**src/rtl/defer_tracker.sv**
```systemverilog
module defer_tracker #(
  parameter int TAG_W = 8
) (
  input  logic             clk,
  input  logic             rst_n,
  input  logic             req_valid,
  output logic             req_ready,
  input  logic [TAG_W-1:0] req_tag,
  input  logic             req_deferrable,
  input  logic             req_locked,
  input  logic             req_ordered,
  output logic             ph2,
  output logic             bus_den_n,
  output logic [TAG_W-1:0] bus_tag_n,
  input  logic             snp_valid,
  input  logic             snp_defer_n,
  input  logic             snp_hitm_n,
  input  logic             rsp_valid,
  input  logic [1:0]       rsp_kind,
  input  logic             rep_valid,
  input  logic [TAG_W-1:0] rep_tag_n,
  output logic             res_valid,
  output logic [1:0]       res_code,
  output logic             stall,
  output logic             freeze,
  output logic             reply_done
);
  localparam logic [1:0] RES_INORDER = 2'd0;
  localparam logic [1:0] RES_REISSUE = 2'd1;
  localparam logic [1:0] RES_DEFER   = 2'd2;
  localparam logic [1:0] RES_RESTART = 2'd3;

  typedef enum logic [1:0] {S_IDLE, S_PH2, S_SNOOP, S_RESP} state_t;
  state_t state;

  logic [TAG_W-1:0] tag_q, park_tag;
  logic den_q, lock_q, parked;

  wire defer  = ~snp_defer_n;
  wire hitm   = ~snp_hitm_n;
  wire accept = req_valid && req_ready;
  wire rep_hit = parked && rep_valid && (~rep_tag_n == park_tag);

  assign req_ready = (state == S_IDLE) && !(parked && (req_ordered || req_deferrable));
  assign ph2       = (state == S_PH2);
  assign bus_den_n = ph2 ? ~den_q : 1'b1;
  assign bus_tag_n = ph2 ? ~tag_q : '1;
  assign stall     = parked;
  assign freeze    = parked;

  always_ff @(posedge clk) begin
    if (!rst_n) begin
      state      <= S_IDLE;
      tag_q      <= '0;
      den_q      <= 1'b0;
      lock_q     <= 1'b0;
      parked     <= 1'b0;
      park_tag   <= '0;
      res_valid  <= 1'b0;
      res_code   <= RES_INORDER;
      reply_done <= 1'b0;
    end else begin
      res_valid  <= 1'b0;
      reply_done <= 1'b0;
      if (rep_hit) begin
        parked     <= 1'b0;
        reply_done <= 1'b1;
      end
      case (state)
        S_IDLE: if (accept) begin
          tag_q  <= req_tag;
          den_q  <= req_deferrable;
          lock_q <= req_locked;
          state  <= S_PH2;
        end
        S_PH2: state <= S_SNOOP;
        S_SNOOP: if (snp_valid) begin
          if (lock_q && defer) begin
            res_valid <= 1'b1;
            res_code  <= RES_RESTART;
            state     <= S_IDLE;
          end else if (!defer || hitm) begin
            res_valid <= 1'b1;
            res_code  <= RES_INORDER;
            state     <= S_IDLE;
          end else begin
            state <= S_RESP;
          end
        end
        S_RESP: if (rsp_valid) begin
          res_valid <= 1'b1;
          state     <= S_IDLE;
          case (rsp_kind)
            2'b01: res_code <= RES_REISSUE;
            2'b10: begin
              res_code <= RES_DEFER;
              parked   <= 1'b1;
              park_tag <= tag_q;
            end
            default: res_code <= RES_INORDER;
          endcase
        end
        default: state <= S_IDLE;
      endcase
    end
  end
endmodule


```
**config.mk**
```make
export PLATFORM = sky130hd
export DESIGN_NAME = defer_tracker
export DESIGN_NICKNAME = d
export VERILOG_FILES = /design/src/rtl/defer_tracker.sv
export SDC_FILE = /design/constraint.sdc
export NUM_CORES = 1
export LEC_CHECK = 0
export ABC_AREA = 0
export ABC_CLOCK_PERIOD_IN_PS = 2500
export BUFFER_PORTS_ARGS = -buffer_cell sky130_fd_sc_hd__buf_2
export CAP_MARGIN = 20
export CELL_PAD_IN_SITES_DETAIL_PLACEMENT = 0
export CELL_PAD_IN_SITES_GLOBAL_PLACEMENT = 1
export CORE_UTILIZATION = 36
export DETAILED_ROUTE_END_ITERATION = 10
export MAX_ROUTING_LAYER = met4
export PLACE_DENSITY_LB_ADDON = 0.1
export SYNTH_ARGS = -nofsm -noshare
export SYNTH_HDL_FRONTEND = slang
export SYNTH_SLANG_ARGS = --single-unit
```
**constraint.sdc**
```tcl
create_clock -name clk -period 2.5 [get_ports clk]
set_input_delay 0 -clock clk [delete_from_list [all_inputs] [get_ports clk]]
set_output_delay 0 -clock clk [all_outputs]
set_load 0.05 [all_outputs]
```
# Word level (Yosys, flattened, before mapping)

Index checks and enable logic that the tools add are counted.

Equal/unequal tests: 10
Mux-type cells: 24
Bitwise logic cells: 5
Reductions and logical operators: 15

Operators with widths:

| kind               | number |
|---|---|
| $mux 2             | 9 |
| $not 8->8          | 2 |
| $mux 1             | 10 |
| $eq 8x8->1         | 1 |
| $mux 8             | 1 |
| $pmux 2 s2         | 2 |
| $pmux 2 s4         | 1 |
| $eq 2x2->1 const B | 3 |
| $logic_and 1x1->1  | 6 |
| $ne 2x2->1 const B | 3 |
| $reduce_and 3->1   | 2 |
| $eq 2x1->1 const B | 2 |
| $reduce_and 4->1   | 1 |
| $ne 3x3->1 const B | 1 |
| $not 1->1          | 3 |
| $logic_not 2->1    | 1 |
| $logic_or 1x1->1   | 2 |
| $pmux 1 s2         | 1 |
| $reduce_and 2->1   | 1 |
| $reduce_bool 2->1  | 1 |
| $logic_not 1->1    | 1 |

Register bits: 25
Output and inout port bits: 17

# Depth between registers and ports, before layout

Word-level depth: 7
Mapped depth: 5
Gate-level depth less buffers: 4

# Worst setup path after synthesis

Ideal clock, no wire load.

Path type: register to output
From: reg state[0]
To: out bus_den_n
Data arrival time: 1.988 ns
Setup slack: 0.512 ns
Cell stages (with the launch flop): 4
Path buffers: 0
Cell sequence: dfxtp_1 -> inv_1 -> nor2_1 -> nand2_1

Longest elaborated chain between the ends: 2

RTL lines:

| what                     | RTL line | source |
|---|---|---|
| start: declaration       | 34       | `state_t state;` |
| start signal: assignment | 53       | `state <= S_IDLE;` |
| start signal: assignment | 74       | `state <= S_PH2;` |
| start signal: assignment | 76       | `S_PH2: state <= S_SNOOP;` |
| $eq 2x1->1               | 45       | `assign ph2 = (state == S_PH2);` |
| named net ph2            | 12       | `output logic ph2,` |
| $mux 1                   | 46       | `assign bus_den_n = ph2 ? ~den_q : 1'b1;` |
| end: declaration         | 13       | `output logic bus_den_n,` |

The timed path passes the listed nets, and every way through them passes these cells.

# Final worst setup path

From: reg state[0]
To: reg park_tag[7]

Longest elaborated chain between the ends: 2

RTL lines:

| what                       | RTL line | source |
|---|---|---|
| $eq 2x2->1                 | 69       | `case (state)` |
| $reduce_and 3->1 (no line) | -        |  |
| end signal: assignment     | 98       | `park_tag <= tag_q;` |
| end: declaration           | 36       | `logic [TAG_W-1:0] tag_q, park_tag;` |

Every way passes these cells.
A chain may end at the register's enable or synchronous reset.

==> impl_metrics.ini <==
[status]
status = finished, violations left
violations = design-rule violations

[placement]
place.port_buffers = 45
place_congestion = 0.754
dp_hpwl_mm = 1.71
dpl-instance-area_um2 = 1340

[sta]
final.setup_skew_ns = 0.00776
hold_violations = 0
min_period_ns = 1.71
finalSetupViolCount = 0
maxSlewViolCount = 0
hold_ws_ns = 0.0214
rsz0062_at_grt = false
tns_ns = 0
period_share = 0.683
max_freq_ghz = 0.586
worst_pin_slew_ns = 0.681
relSlewSlack = 0.545

[pwr]
pwr-share-seq = 0.572
p_sw_uw = 206
ir_drop_v = 0.000308
pwr-share-clk = 0.232
power_frac_comb = 0.197
total_leakage_power_uw = 0.000751
power_density_nw_per_um2 = 502
intPower_uw = 542
sw_frac_of_total = 0.275

[setup_path]
crit_chain = and2_1 > nand4b_1 > mux2i_1 > nor2_1
crit_buf_inv = 0
crit_required_ns = 2.68
cp_top_family = simple AND/OR/NAND/NOR gates
slowest_delay_ns = 0.51
critPathArrivalTime_ns = 1.89
crit_type = reg -> reg
critPathCaptureType = flip-flop
cp_max_fo = 9
startpoint_type = flip-flop
cp_slowest_cell = nand4b_1

[floorplanning]
die_w_um = 57.3
ios = 46
dieArea_um2 = 3280
rows = 19
initial_utilization = 0.389
fp.dieH_um = 57.3
core-area_um2 = 2830

[route]
firstDrtPassIters = 7
drt_iter0_markers = 33
ant_nets = 0
viasPerCell = 4.83
vias = 991
wire_per_inst_um = 12.0
wl_mm = 2.46
drc = 3

[clock_network]
root_buffer = clkbuf_4
clkTransAtPathRegs_ns = 0.12
ctsResizeCount = 0
cts_inserted_buffers = 3
clockBufferDepth = 2
cts.sinks = 25
ctsHtreeMaxLevel = 1
cts_tree = yes
clk_latency_ns = 0.31

[logic_synthesis]
yosysWarnings = 0
ys_async_sr_fraction = 0
avgSynthCellArea_um2 = 9.40
ys_types = 27
synth_top_flop_cell = dfxtp_1
synth_edf_count = 0
ys_ff_latch = 25
synth_fp_nets = 146
syn_inst = 117
ys_seq_area_frac = 0.455
syn-cell-area_um2 = 1100

[finish]
final_common_cell = buf_2
design_area_um2 = 1490
final_cell_mix = buf_2, dfxtp_1, nor2_1
antenna_cells = 0
nNetsFinal = 204
synthToLayoutAreaGrowth_pct = 35.6
drive_gt1_frac = 0.293

[grt]
grt_pass1_vias = 993
grt_pass1_wl_mm = 4.25
track_usage = 0.173
grt_max_degree = 23
grt_overflow_total = 0
antenna_found_initial = 0

[min_path]
min-delay-path-class = in -> reg

[run]
max_cap_violations = 0
per-stage QoR:
step / cells / total power (µW) / worst slack, ns / utilization
global placement: 188 / 567 / 0.846 / 0.472
global route: 205 / 794 / 0.584 / 0.527
CTS: 205 / 760 / 0.756 / 0.527
detailed placement: 188 / 569 / 0.778 / 0.472
floorplan: 117 / 525 / 0.512 / -
finish: 205 / 748 / 0.793 / 0.527
synth_stat cells, types with 2 or more instances:
cell type	count	share of area
clkbuf_1	2	0.0068
and2_1	2	0.011
inv_1	3	0.010
nand2b_1	3	0.017
mux2i_1	18	0.16
nor2_1	19	0.065
o31ai_1	2	0.014
xor2_1	8	0.064
dfxtp_1	25	0.46
o21a_1	2	0.014
a21oi_1	5	0.023
nand3_1	2	0.0091
buf_2	2	0.0091
nand2_1	11	0.038
power groups by stage:
stage / combinational [µW] / clock, µW / sequential, µW
after floorplan: 87.0 / 0 / 438
after global placement: 131 / 0 / 436
after detailed placement: 132 / 0 / 437
after CTS: 149 / 183 / 428
after global routing: 162 / 201 / 432
final: 147 / 173 / 428
tightest hold or removal path: stages:
cell,delay [ns]
buf_2,0.08
xor2_1,0.06
nand4_1,0.09
nor4_1,0.05
registers in the layout, indices dropped and copies added, names as in the netlist:
signal	flops
res_code	2
res_valid	1
lock_q	1
park_tag	8
den_q	1
state	2
reply_done	1
freeze	1
tag_q	8
cells by family after synthesis:
| group | synth area share |
|---|---|
| xor+xnor | 0.0637 |
| flops | 0.455 |
| simple gates | 0.190 |
| buf+inv | 0.0432 |
| mux | 0.164 |
| compound gates | 0.0842 |
worst paths after layout:
kind                                   start           to  slack, ns  cells after the start
worst min-delay path            rep_tag_n[5]   reply_done       0.02                      4
worst max register to register      state[0]  park_tag[7]       0.79                      4
worst min register to register         den_q        den_q       0.52                      2
worst max-delay path                state[0]  park_tag[7]       0.79                      4
per-layer routing:
layer / up-vias / part of all wire / global-route usage
li1: 509 / - / -
met1: 452 / 0.46 / 0.203
met2: 28 / 0.48 / 0.303
met3: 2 / 0.046 / 0.0227
met4: 0 / 0.0073 / 0.0627
met5: - / 0 / -
area by class of cell:
class                      count  area, µm²
tap                           31       38.8
clock buffer                   4       26.3
multi-input combinational     83        552
sequential                    25        500
fill                         296       1340
timing repair buffer          59        363
inverter                       3       11.3
repair_timing:
item | CTS | global route
hold endpoints to repair | 15 | 0
setup buffers | 0 | 0
hold buffers | 13 | 0
Note: power is estimated with default switching activity, not from simulation.
